File: src/rtl/spdif_rc_pkg.sv
package spdif_rc_pkg;
    localparam int ADDR_WINDOW = 0;
    localparam int ADDR_THRESH = 1;
    localparam int ADDR_MASK   = 3;
    localparam int ADDR_CLEAR  = 4;
    localparam int IRQ_MODE_BIT = 2;
endpackage

File: src/rtl/rc_edge_sync.sv
module rc_edge_sync (
    input  logic clk,
    input  logic rst_n,
    input  logic line_i,
    output logic edge_o
);
    typedef struct packed {
        logic s1;
        logic s2;
        logic prev;
    } sync_t;

    sync_t r_d, r_q;

    always_comb begin
        r_d      = r_q;
        r_d.s1   = line_i;
        r_d.s2   = r_q.s1;
        r_d.prev = r_q.s2;
    end

    always_ff @(posedge clk or negedge rst_n) begin
        if (!rst_n) r_q <= '0;
        else        r_q <= r_d;
    end

    assign edge_o = r_q.s2 ^ r_q.prev;
endmodule

File: src/rtl/rc_width_meter.sv
module rc_width_meter #(
    parameter int CNT_W = 10
) (
    input  logic             clk,
    input  logic             rst_n,
    input  logic             en,
    input  logic             edge_i,
    input  logic             win_end_i,
    output logic [CNT_W-1:0] min_o,
    output logic             got_o
);
    localparam logic [CNT_W-1:0] SAT = '1;

    typedef struct packed {
        logic [CNT_W-1:0] run;
        logic             seen;
        logic [CNT_W-1:0] minw;
        logic             got;
    } meter_t;

    meter_t m_d, m_q;
    logic   take;
    logic   [CNT_W-1:0] eff_min;
    logic   eff_got;

    always_comb begin
        take    = edge_i && m_q.seen;
        eff_min = (take && (!m_q.got || m_q.run < m_q.minw)) ? m_q.run : m_q.minw;
        eff_got = m_q.got || take;

        m_d      = m_q;
        m_d.seen = m_q.seen || edge_i;
        if (edge_i)            m_d.run = CNT_W'(1);
        else if (m_q.run != SAT) m_d.run = m_q.run + CNT_W'(1);
        if (win_end_i) begin
            m_d.minw = SAT;
            m_d.got  = 1'b0;
        end else begin
            m_d.minw = eff_min;
            m_d.got  = eff_got;
        end
        if (!en) begin
            m_d.run  = '0;
            m_d.seen = 1'b0;
            m_d.minw = SAT;
            m_d.got  = 1'b0;
        end
    end

    always_ff @(posedge clk or negedge rst_n) begin
        if (!rst_n) m_q <= '{run: '0, seen: 1'b0, minw: SAT, got: 1'b0};
        else        m_q <= m_d;
    end

    assign min_o = eff_min;
    assign got_o = eff_got;
endmodule

File: src/rtl/rc_classifier.sv
module rc_classifier #(
    parameter int NUM_MODES = 7,
    parameter int CNT_W     = 10,
    parameter int MODE_W    = 3
) (
    input  logic [CNT_W-1:0]               width_i,
    input  logic [(NUM_MODES-1)*CNT_W-1:0] th_i,
    output logic [MODE_W-1:0]              mode_o
);
    localparam int NUM_TH = NUM_MODES - 1;

    logic [CNT_W:0] dbl;

    always_comb begin
        dbl    = {width_i, 1'b0};
        mode_o = MODE_W'(NUM_MODES - 1);
        for (int i = NUM_TH - 1; i >= 0; i--) begin
            if (dbl >= {1'b0, th_i[i*CNT_W +: CNT_W]}) mode_o = MODE_W'(i);
        end
    end
endmodule

File: src/rtl/spdif_rate_classifier.sv
module spdif_rate_classifier #(
    parameter int BASE_W     = 20,
    parameter int CNT_W      = 10,
    parameter int NUM_MODES  = 7,
    parameter int TH_PER_REG = 3,
    parameter int IRQ_W      = 8,
    parameter int ADDR_W     = 3,
    parameter logic [BASE_W-1:0] RESET_WINDOW = 20'd333333,
    localparam int WORD_W    = TH_PER_REG * CNT_W,
    localparam int MODE_W    = $clog2(NUM_MODES + 1)
) (
    input  logic              clk,
    input  logic              rst_n,
    input  logic              en,
    input  logic              spdif_in,
    input  logic              wr_en,
    input  logic [ADDR_W-1:0] wr_addr,
    input  logic [WORD_W-1:0] wr_data,
    output logic [MODE_W-1:0] mode_o,
    output logic [CNT_W-1:0]  width_o,
    output logic [IRQ_W-1:0]  irq_flags_o,
    output logic              irq_o
);
    import spdif_rc_pkg::*;

    localparam int NUM_TH = NUM_MODES - 1;
    localparam logic [MODE_W-1:0] MODE_NONE = MODE_W'(NUM_MODES);

    typedef struct packed {
        logic [BASE_W-1:0]       window;
        logic [NUM_TH*CNT_W-1:0] th;
        logic [IRQ_W-1:0]        mask;
        logic [IRQ_W-1:0]        flags;
        logic [MODE_W-1:0]       mode;
        logic [CNT_W-1:0]        width;
        logic [BASE_W-1:0]       cnt;
    } state_t;

    state_t s_d, s_q;
    logic   edge_hit;
    logic   win_end;
    logic   got;
    logic   [CNT_W-1:0]  min_w;
    logic   [MODE_W-1:0] cls_mode;
    logic   [MODE_W-1:0] new_mode;

    rc_edge_sync u_sync (
        .clk    (clk),
        .rst_n  (rst_n),
        .line_i (spdif_in),
        .edge_o (edge_hit)
    );

    rc_width_meter #(.CNT_W(CNT_W)) u_meter (
        .clk       (clk),
        .rst_n     (rst_n),
        .en        (en),
        .edge_i    (edge_hit),
        .win_end_i (win_end),
        .min_o     (min_w),
        .got_o     (got)
    );

    rc_classifier #(.NUM_MODES(NUM_MODES), .CNT_W(CNT_W), .MODE_W(MODE_W)) u_cls (
        .width_i (min_w),
        .th_i    (s_q.th),
        .mode_o  (cls_mode)
    );

    assign win_end  = en && (s_q.cnt >= s_q.window - BASE_W'(1));
    assign new_mode = got ? cls_mode : MODE_NONE;

    always_comb begin
        s_d = s_q;

        if (wr_en && wr_addr == ADDR_W'(ADDR_WINDOW)) s_d.window = wr_data[BASE_W-1:0];
        if (wr_en && wr_addr == ADDR_W'(ADDR_MASK))   s_d.mask   = wr_data[IRQ_W-1:0];
        for (int i = 0; i < NUM_TH; i++) begin
            if (wr_en && wr_addr == ADDR_W'(ADDR_THRESH + i / TH_PER_REG))
                s_d.th[i*CNT_W +: CNT_W] =
                    wr_data[CNT_W*(TH_PER_REG - 1 - i % TH_PER_REG) +: CNT_W];
        end
        if (wr_en && wr_addr == ADDR_W'(ADDR_CLEAR))
            s_d.flags = s_q.flags & ~wr_data[IRQ_W-1:0];

        if (!en) begin
            s_d.cnt   = '0;
            s_d.mode  = MODE_NONE;
            s_d.width = '0;
        end else if (win_end) begin
            s_d.cnt   = '0;
            s_d.mode  = new_mode;
            s_d.width = got ? min_w : '0;
            if (new_mode != s_q.mode && !(s_q.mode == MODE_NONE && new_mode == '0))
                s_d.flags[IRQ_MODE_BIT] = 1'b1;
        end else begin
            s_d.cnt = s_q.cnt + BASE_W'(1);
        end
    end

    always_ff @(posedge clk or negedge rst_n) begin
        if (!rst_n) begin
            s_q        <= '0;
            s_q.window <= RESET_WINDOW;
            s_q.mode   <= MODE_NONE;
        end else begin
            s_q <= s_d;
        end
    end

    assign mode_o      = s_q.mode;
    assign width_o     = s_q.width;
    assign irq_flags_o = s_q.flags;
    assign irq_o       = |(s_q.flags & s_q.mask);
endmodule

File: config.mk
export PLATFORM = sky130hd
export DESIGN_NAME = spdif_rate_classifier
export DESIGN_NICKNAME = d
export VERILOG_FILES = /design/src/rtl/spdif_rc_pkg.sv /design/src/rtl/rc_edge_sync.sv /design/src/rtl/rc_width_meter.sv /design/src/rtl/rc_classifier.sv /design/src/rtl/spdif_rate_classifier.sv
export SDC_FILE = /design/constraint.sdc
export NUM_CORES = 1
export LEC_CHECK = 0
export BUFFER_PORTS_ARGS = -buffer_cell sky130_fd_sc_hd__buf_4
export CORE_MARGIN = 2
export CORE_UTILIZATION = 55
export CTS_CLUSTER_SIZE = 12
export DETAILED_ROUTE_END_ITERATION = 6
export PLACE_DENSITY = 0.86
export SLEW_MARGIN = 10
export SYNTH_ARGS = -nofsm -noshare
export SYNTH_HDL_FRONTEND = slang
export SYNTH_SLANG_ARGS = --single-unit
File: constraint.sdc
create_clock -name clk -period 4.1 [get_ports clk]
set_input_delay 0 -clock clk [delete_from_list [all_inputs] [get_ports clk]]
set_output_delay 0 -clock clk [all_outputs]
set_load 0.01 [all_outputs]
==> Yosys cells after proc, flatten, opt, wreduce, memory -nomap -nowiden <==
Cells that the tools add are included.
{ "totals": {"output_inout_bits": 22, "reg_bits": 154, "wordCells": 78} }
{ "classes": {"addsub": 3, "n_mux": 20, "eq_ne": 9, "magnitude_cmp": 8, "bitwise_logic": 4, "reduce_logical": 18} }
{ "ops": {"columns": ["cell", "count"], "rows": [
  ["$ge A11 B10 Y1", 6],
  ["$mux W10", 4],
  ["$mux W33", 1],
  ["$mux W22", 1],
  ["$add A20 B1 Y20 const B", 1],
  ["$ge A20 B20 Y1", 1],
  ["$mux W20", 1],
  ["$sub A20 B1 Y20 const B", 1],
  ["$mux W3", 6],
  ["$and A8 B8 Y8", 2],
  ["$mux W13", 1],
  ["$mux W11", 1],
  ["$add A10 B1 Y10 const B", 1],
  ["$logic_and A1 B1 Y1", 10],
  ["$lt A10 B10 Y1", 1],
  ["$ne A10 B10 Y1 const B", 1],
  ["$not A8 Y8", 1],
  ["$reduce_or A8 Y1", 1],
  ["$eq A3 B2 Y1 const B", 2],
  ["$eq A3 B3 Y1 const B", 2],
  ["$logic_not A3 Y1", 2],
  ["$mux W2", 2],
  ["$eq A3 B1 Y1 const B", 1],
  ["$logic_or A1 B1 Y1", 3],
  ["6 further kinds", 9]
]} }

==> Longest topological paths before layout <==
Gate-level depths: netlist (run 1).
{ "logic_depth": {"depth_word": 19, "depth_mapped": 19} }

==> By module <==
Synthesis (run 1) repeated with hierarchy kept, for this count alone.
{ "hier_totals": {"hier_cells": 832, "hier_area_um2": 9047.4} }
{ "by_module_without_submodules": {"columns": ["mod", "cells_per_inst", "n_inst", "area_per_inst_um2"], "rows": [
  ["spdif_rate_classifier", 499, 1, 6145.9],
  ["rc_classifier", 190, 1, 1418.9],
  ["rc_width_meter", 139, 1, 1398.8],
  ["rc_edge_sync", 4, 1, 83.8]
]} }

==> Worst setup path before layout (run 1) <==
OpenSTA, ideal clock, no wires.
{ "synth_path": {"path_type": "register to register", "from": "register u_meter.m_q[4] (netlist bit)", "to": "register s_q (netlist bit irq_flags_o[2])", "slack_ps": -29, "arrival_time_ps": 3999, "setup_ps": 129, "period_less_slack_ps": 4129, "path_stages_with_launch": 20, "cell_sequence": "dfstp_2 inv_1 ha_1 a211o_1 a21oi_1 o21ai_2 a21o_1 a21o_1 buf_4 mux2i_1 inv_1 ha_1 a21o_1 a21oi_1 a211oi_1 or3_4 nor2_2 o21ai_0 o31a_1 o41a_1"} }
{ "synth_lines": {"columns": ["item", "line_no", "rtl"], "rows": [
  ["from (decl)", "rc_width_meter.sv:21", "meter_t m_d, m_q;"],
  ["from (signal assigned)", "rc_width_meter.sv:51", "if (!rst_n) m_q <= '{run: '0, seen: 1'b0, minw: SAT, got: 1'b0};"],
  ["from (signal assigned)", "rc_width_meter.sv:52", "else m_q <= m_d;"],
  ["to (decl)", "spdif_rate_classifier.sv:39", "state_t s_d, s_q;"]
]} }

==> results of run 1 <==
[path summary, 6_finish.rpt]
path / start / endpoint / slack (ns) / depth (start not counted)
max: u_meter.m_q[5]$_DFF_PN1_ / irq_flags_o[2]$_DFF_PN0_ / -0.28 / 18
min: wr_addr[1] / irq_flags_o[6]$_DFFE_PN0P_ / 0.04 / 3
min in group asynchronous: rst_n / irq_flags_o[4]$_DFFE_PN0P_ / 0.24 / 2
max reg2reg: u_meter.m_q[5]$_DFF_PN1_ / irq_flags_o[2]$_DFF_PN0_ / -0.28 / 18
max in group asynchronous: rst_n / u_meter.m_q[6]$_DFF_PN1_ / 2.89 / 3
min reg2reg: u_sync.r_d[1]$_DFF_PN0_ / u_sync.r_d[0]$_DFF_PN0_ / 0.38 / 0
[kinds of logic after synthesis]
| kind of cell | share of synthesized area |
|---|---|
| flops | 0.441 |
| xor+xnor | 0.0427 |
| simple gates | 0.149 |
| mux | 0.0572 |
| fa+ha+maj | 0.122 |
| buf+inv | 0.0662 |
| compound gates | 0.121 |
[metal layers]
layer  wire (um)  track usage
met5           0            0
met4        1350        0.136
met3        2000       0.0542
met2       12500        0.475
met1        9890        0.363
[area by class of cell]
class	instances	area (um^2)	area share
Timing Repair Buffer	165	1380	0.122
Sequential cell	154	3880	0.343
Clock inverter	13	129	0.0114
Multi-Input combinational cell	609	4890	0.432
Clock buffer	19	433	0.0382
Tap cell	216	270	0.0239
Inverter	84	338	0.0298
[power breakdown]
group / switching, W / internal (W)
Combinational: 0.000869 / 0.000724
Sequential: 0.000140 / 0.00174
Clock: 0.000651 / 0.000888
Total: 0.00166 / 0.00335
[what timing repair did]
item | in CTS | in global routing
buffers inserted | 10 | 13
pin swaps | 16 | 31
setup endpoints to repair | 3 | 44
gates resized for setup | 58 | 55
hold endpoints to repair | 192 | 0
hold buffers | 33 | 0
[registers in the layout (all words and copies together) (netlist names)]
signal,count
u_meter.m_q,22
irq_flags_o,8
u_sync.r_d,2
s_q,108
mode_o,3
width_o,10
u_sync.r_q,1
[through the flow]
stage	instance area [um^2]	total power [W]	util	hold slack, ns	worst slack (ns)
6_report	11300	0.00501	0.718	0.0429	-0.278
5_1_grt	11300	0.00521	0.718	0.101	-0.476
4_1_cts	10900	0.00469	0.694	0.0446	0.0000981
3_5_place_dp	9680	0.00298	0.614	0.111	-0.255
3_3_place_gp	9680	0.00291	0.614	0.109	-0.133
2_1_floorplan	8810	0.00259	-	-0.296	0.0160
[cells in the final DEF, fill, tap and decap left out, types with 9 or more instances in the layout]
master           n
nand3_1         24
nor2_1          49
buf_4          118
dlygate4sd3_1   33
a21oi_1         26
mux2i_4          9
clkbuf_16       17
nand2_1        107
buf_6           13
or3_1           11
ha_1            69
dfrtp_1        133
inv_1           73
mux2_2          32
o21ai_0         63
and3_1          10
xnor2_1         21
a21o_1          10
nor3_1          11
xor2_1          20
dfstp_2         21
ha_4            15
[worst max-delay path: cells and delay by family, from the launching register on]
kind	cells	cell delay, ns
compound gates	11	2.23
fa+ha+maj	2	0.55
buf+inv	3	0.35
flops	1	0.53
mux	1	0.20
simple gates	1	0.39
==> metrics.yaml, run 1 <==
layout:
  finalNonFillerCells: 1260
  nets: 1155
  antenna_cells: 0
  n_fill_cell: 1009
  drive_gt1_frac: 0.297
  syn_to_final_growth_pct: 28.9
sta:
  fmax_mhz: 228
  final-hold-violation-count: 0
  maxSlewHeadroom: 0.399
  setup_viol: 44
  fin_crit_sh: 1.07
  finalSetupTns_ns: -6.54
  fin_crit_ns: 4.38
  fin_ws_ns: -0.278
  drv_slew: 0
  rsz0062_at_grt: "yes"
  worst_pin_slew_ns: 0.902
  clock-skew-final_ns: 0.0122
synthesis:
  avgSynthCellArea_um2: 9.84
  synth-async-reset-ratio: 1.00
  synth_flop_cell: "dfrtp_1"
  synth-edff-count: 0
  yosysMostFrequentCell: "dfrtp_1"
  ys_ff_latch: 154
  synth.distinct_cells: 66
  syn_nets: 1017
  yosys_warnings: 0
  yosys-top-cells-area: "dfrtp_1, ha_1, dfstp_2"
  yosys-top-cells-count: "dfrtp_1, nand2_1, ha_1"
  netlist_instances: 893
  ys_seq_area_frac: 0.441
  synth_top_area_cell: "dfrtp_1"
  synth_top_area_share: 0.379
  syn_area_mm2: 0.00879
placed_design:
  dp_cells: 1173
  portBuffers: 59
  gp_congestion: 0.926
  hpwlAfterDp_mm: 14.5
clock_network:
  cts_buffers: 17
  cts_tree: "done"
  clockBufferDepth: 2
  cts.sinks: 154
  clk_pin_slew_ns: 0.06
  htree_levels: 4
  cts_root_buf: "clkbuf_16"
  clkLatencyLatePin_ns: 0.45
critical_path:
  worstPathCellList: "inv_1 -> ha_1 -> o21a_1 -> a21oi_2 -> o21ai_2 -> a21o_1 -> a21o_4 -> buf_6 -> mux2i_4 -> clkinv_4 -> ha_4 -> a211oi_2 -> a21oi_1 -> or3_4 -> a211oi_2 -> a211oi_2 -> o31a_1 -> o41a_1"
  crit_type: "reg2reg"
  cp_max_fo: 6
  critPathLaunchType: "flop"
  crit_path_top_delay_cell: "dfstp_2"
  crit_required_ns: 4.42
  crit_path_end_kind: "flop"
  crit_arrival_ns: 4.70
  cp_common_cell: "a211oi_2"
  slowest_delay_ns: 0.53
global_route:
  grt_pass1_wl_mm: 37.1
  antenna_found_initial: 0
  grt_overflow: 0
  grt_pass1_vias: 7407
  grt_max_degree: 103
  grtUsageTotal: 0.285
power:
  peakVddDrop_v: 0.000337
  power.leakage_nw: 5.17
  p_per_area_mw_per_mm2: 443
routing:
  drt-pass1-iter-count: 5
  routedWlPerCell_um: 20.4
  drt_wl_total_mm: 25.7
  ant_nets: 0
  vias: 7630
  via_per_inst: 6.06
  drcViolationCount: 0
  drtIter0Drc: 788
floorplanning:
  ios: 60
  die_x_um: 130
  initial_core_util: 0.557
  rows: 46
  design.core.area_mm2: 0.0158
  die_area_mm2: 0.0170
  die_h_um: 130
status:
  status: "finished with violations"
  violations: "setup timing"
worst_hold_path:
  min_path_type: "in2reg"
job:
  maxCapViolCount: 0
No activity file was read; power rests on OpenSTA's default activity.
==> inputs of run 2 (changes only) <==
Settings changed: SYNTH_HIERARCHICAL from default to 1.
==> run 2 against run 1 <==
Clock power increased by 9%. Final area rose by 2.9%. Sequential power is 2% higher. Sequential share of layout area decreased by 0.96 points. The run still ends with setup timing left. First-iteration DRC count fell by 7.0%. Clock skew decreased by 0.0038 ns. Flip-flop and latch count stayed put. Synthesized cell count decreased by 6.8%. Combinational power decreased by 11%. Global-route usage shrank 0.96 points. Count of clock-buffer cells in the layout shrank 2. Register-to-register slack worse by 0.30 ns.
==> metrics.yaml, run 2 <==
worst_hold_path:
  min_path_type: "in2reg"
placed_design:
  hpwlAfterDp_mm: 15.1
  gp_congestion: 0.866
  portBuffers: 59
floorplanning:
  ios: 60
  die_h_um: 132
  die_x_um: 132
  rows: 46
  design.core.area_mm2: 0.0160
  die_area_mm2: 0.0175
  initial_core_util: 0.565
routing:
  vias: 7434
  wl_met1_mm: 10.0
  wl_met3_mm: 1.60
  top_layer_used: "met4"
  wl_met2_mm: 12.4
  routedWlPerCell_um: 21.0
  via_per_inst: 6.12
  ant_nets: 0
  drcViolationCount: 0
  drt-pass1-iter-count: 5
  drt_wl_total_mm: 25.5
  drtIter0Drc: 733
power:
  p_seq_frac: 0.382
  swShare: 0.320
  peakVddDrop_v: 0.000387
  p_per_area_mw_per_mm2: 430
  netSwitchingPower_w: 0.00160
  p_comb_frac: 0.282
  p_clk_frac: 0.335
  power.leakage_nw: 5.25
  power.internal_w: 0.00341
status:
  violations: "setup timing"
  status: "finished with violations"
global_route:
  grt_overflow: 0
  antenna_found_initial: 0
  grtUsageTotal: 0.276
  grt_max_degree: 90
  grt_pass1_wl_mm: 37.8
  grt_pass1_vias: 7327
synthesis:
  synth_top_area_share: 0.368
  ys_seq_area_frac: 0.429
  synth.distinct_cells: 71
  yosys-top-cells-count: "dfrtp_1, ha_1, mux2_2"
  ys_ff_latch: 154
  synth-edff-count: 0
  synth_top_family_by_area: "multiplexers"
  synth-async-reset-ratio: 1.00
  yosys-top-cells-area: "dfrtp_1, ha_1, mux2_2"
  synth_adder_area_share: 0.119
  yosys-mux-area-fraction: 0.120
  netlist_instances: 832
  synthSimpleGateAreaFrac: 0.113
  synth_flop_cell: "dfrtp_1"
  syn_area_mm2: 0.00905
  synth_compound_area_frac: 0.115
  yosys_warnings: 6
  synth_top_area_cell: "dfrtp_1"
  avgSynthCellArea_um2: 10.9
  syn_nets: 956
  yosysMostFrequentCell: "dfrtp_1"
  synth_xor_area_frac: 0.0416
sta:
  finalSetupTns_ns: -1.15
  clock-skew-final_ns: 0.00844
  fmax_mhz: 214
  fin_ws_ns: -0.583
  hold_ws_ns: 0.0325
  fin_crit_ns: 4.68
  drv_slew: 0
  rsz0062_at_grt: "yes"
  fin_crit_sh: 1.14
  final-hold-violation-count: 0
  setup_viol: 4
  worst_pin_slew_ns: 0.794
  maxSlewHeadroom: 0.471
critical_path:
  critPathLaunchType: "flop"
  cp_max_fo: 6
  crit_required_ns: 4.47
  crit_type: "reg2reg"
  crit_path_end_kind: "flop"
  crit_arrival_ns: 5.06
clock_network:
  clkLatencyLatePin_ns: 0.44
  cts_tree: "done"
  cts_root_buf: "clkbuf_16"
  cts_buffers: 17
  clk_pin_slew_ns: 0.07
  cts.sinks: 154
  htree_levels: 4
  clockBufferDepth: 2
layout:
  antenna_cells: 0
  nets: 1110
  largest_register_ffs: 108
  final_common_cell: "dfrtp_1"
  top_register: "s_q"
  syn_to_final_growth_pct: 28.8
  layout_common_cells: "dfrtp_1, buf_4, mux2_2"
  drive_gt1_frac: 0.369
job:
  maxCapViolCount: 0
[run 2: cell count changes after synthesis, moves of 6 or more]
cell / before / now
buf_2: 3 / 12
clkbuf_1: 15 / 7
inv_1: 84 / 72
mux2_1: 0 / 6
mux2_2: 32 / 80
nand2_1: 108 / 44
nand4_1: 8 / 14
o2111ai_1: 4 / 12
o211ai_2: 0 / 10
o21ai_0: 68 / 12
o21ai_1: 5 / 12
or3_1: 11 / 1
[run 2: cell type report]
cell class	instances	area, um^2
Clock buffer	17	425
Clock inverter	15	191
Fill cell	999	4350
Inverter	73	277
Multi-Input combinational cell	561	5100
Sequential cell	154	3880
Tap cell	216	270
Timing Repair Buffer	179	1510
[run 2: worst max-delay path: stages (launching register included)]
cell and delay [ns]:
dfstp_2 0.52, inv_1 0.05, ha_1 0.28, nand4_1 0.14, o311a_4 0.42, o211a_4 0.26
buf_12 0.15, o21ai_4 0.15, buf_6 0.18, ha_1 0.25, a21o_1 0.20, a211oi_1 0.31
a21oi_1 0.17, o21ai_1 0.19, a21oi_1 0.12, o21a_4 0.25, a21oi_1 0.25, o21a_1 0.23
o32ai_2 0.11, o211ai_1 0.18, a41o_1 0.19
[run 2: cells by family after synthesis]
group	count (synthesis)
and+or+nand+nor	196
AOI/OAI and AO/OA	138
buffers and inverters	117
DFF	154
xor gates and xnor gates	43
muxes	98
adders and majority gates	86
[run 2: path summary, 6_finish.rpt]
check / from / to / slack (ns) / cells past startpoint
max reg2reg: u_meter/m_q[3]$_DFF_PN1_ / irq_flags_o[2]$_DFF_PN0_ / -0.58 / 20
min: wr_addr[0] / irq_flags_o[1]$_DFFE_PN0P_ / 0.03 / 3
min in group asynchronous: rst_n / s_q[16]$_DFF_PN0_ / 0.19 / 2
min reg2reg: u_sync/r_d[1]$_DFF_PN0_ / u_sync/r_d[0]$_DFF_PN0_ / 0.36 / 0
max: u_meter/m_q[3]$_DFF_PN1_ / irq_flags_o[2]$_DFF_PN0_ / -0.58 / 20
max in group asynchronous: rst_n / u_meter/m_q[7]$_DFF_PN1_ / 2.92 / 3
[run 2: repair_timing]
action	in CTS	in global routing
buffers inserted	5	5
pin swaps	20	21
resized for setup	40	28
cloned	2	0
setup endpoints to repair	3	4
endpoints found under the hold margin	190	0
hold buffers	33	0
[run 2: layer usage]
layer / track usage / up-vias
met4: 0.132 / 0
li1: - / 3264
met1: 0.342 / 3660
met3: 0.0519 / 128
met5: 0 / -
met2: 0.466 / 382
[run 2: through the flow]
| step | instance area (um^2) | cells | power [W] | setup WS, ns | utilization |
|---|---|---|---|---|---|
| after global placement | 10200 | 1138 | 0.00300 | -0.200 | 0.639 |
| after global routing | 11600 | 1215 | 0.00523 | -0.651 | 0.728 |
| after CTS | 11500 | 1210 | 0.00486 | -0.200 | 0.718 |
| final | 11600 | 1215 | 0.00501 | -0.583 | 0.728 |
| after floorplan | 9220 | 832 | 0.00266 | -0.119 | - |
| after detailed placement | 10200 | 1138 | 0.00308 | -0.369 | 0.639 |
[run 2: power groups by stage]
stage / registers [W] / logic [W] / clock network (W)
3_3_place_gp: 0.00191 / 0.00109 / 0
4_1_cts: 0.00190 / 0.00126 / 0.00169
3_5_place_dp: 0.00192 / 0.00115 / 0
5_1_grt: 0.00194 / 0.00152 / 0.00178
2_1_floorplan: 0.00188 / 0.000779 / 0
6_report: 0.00192 / 0.00141 / 0.00168
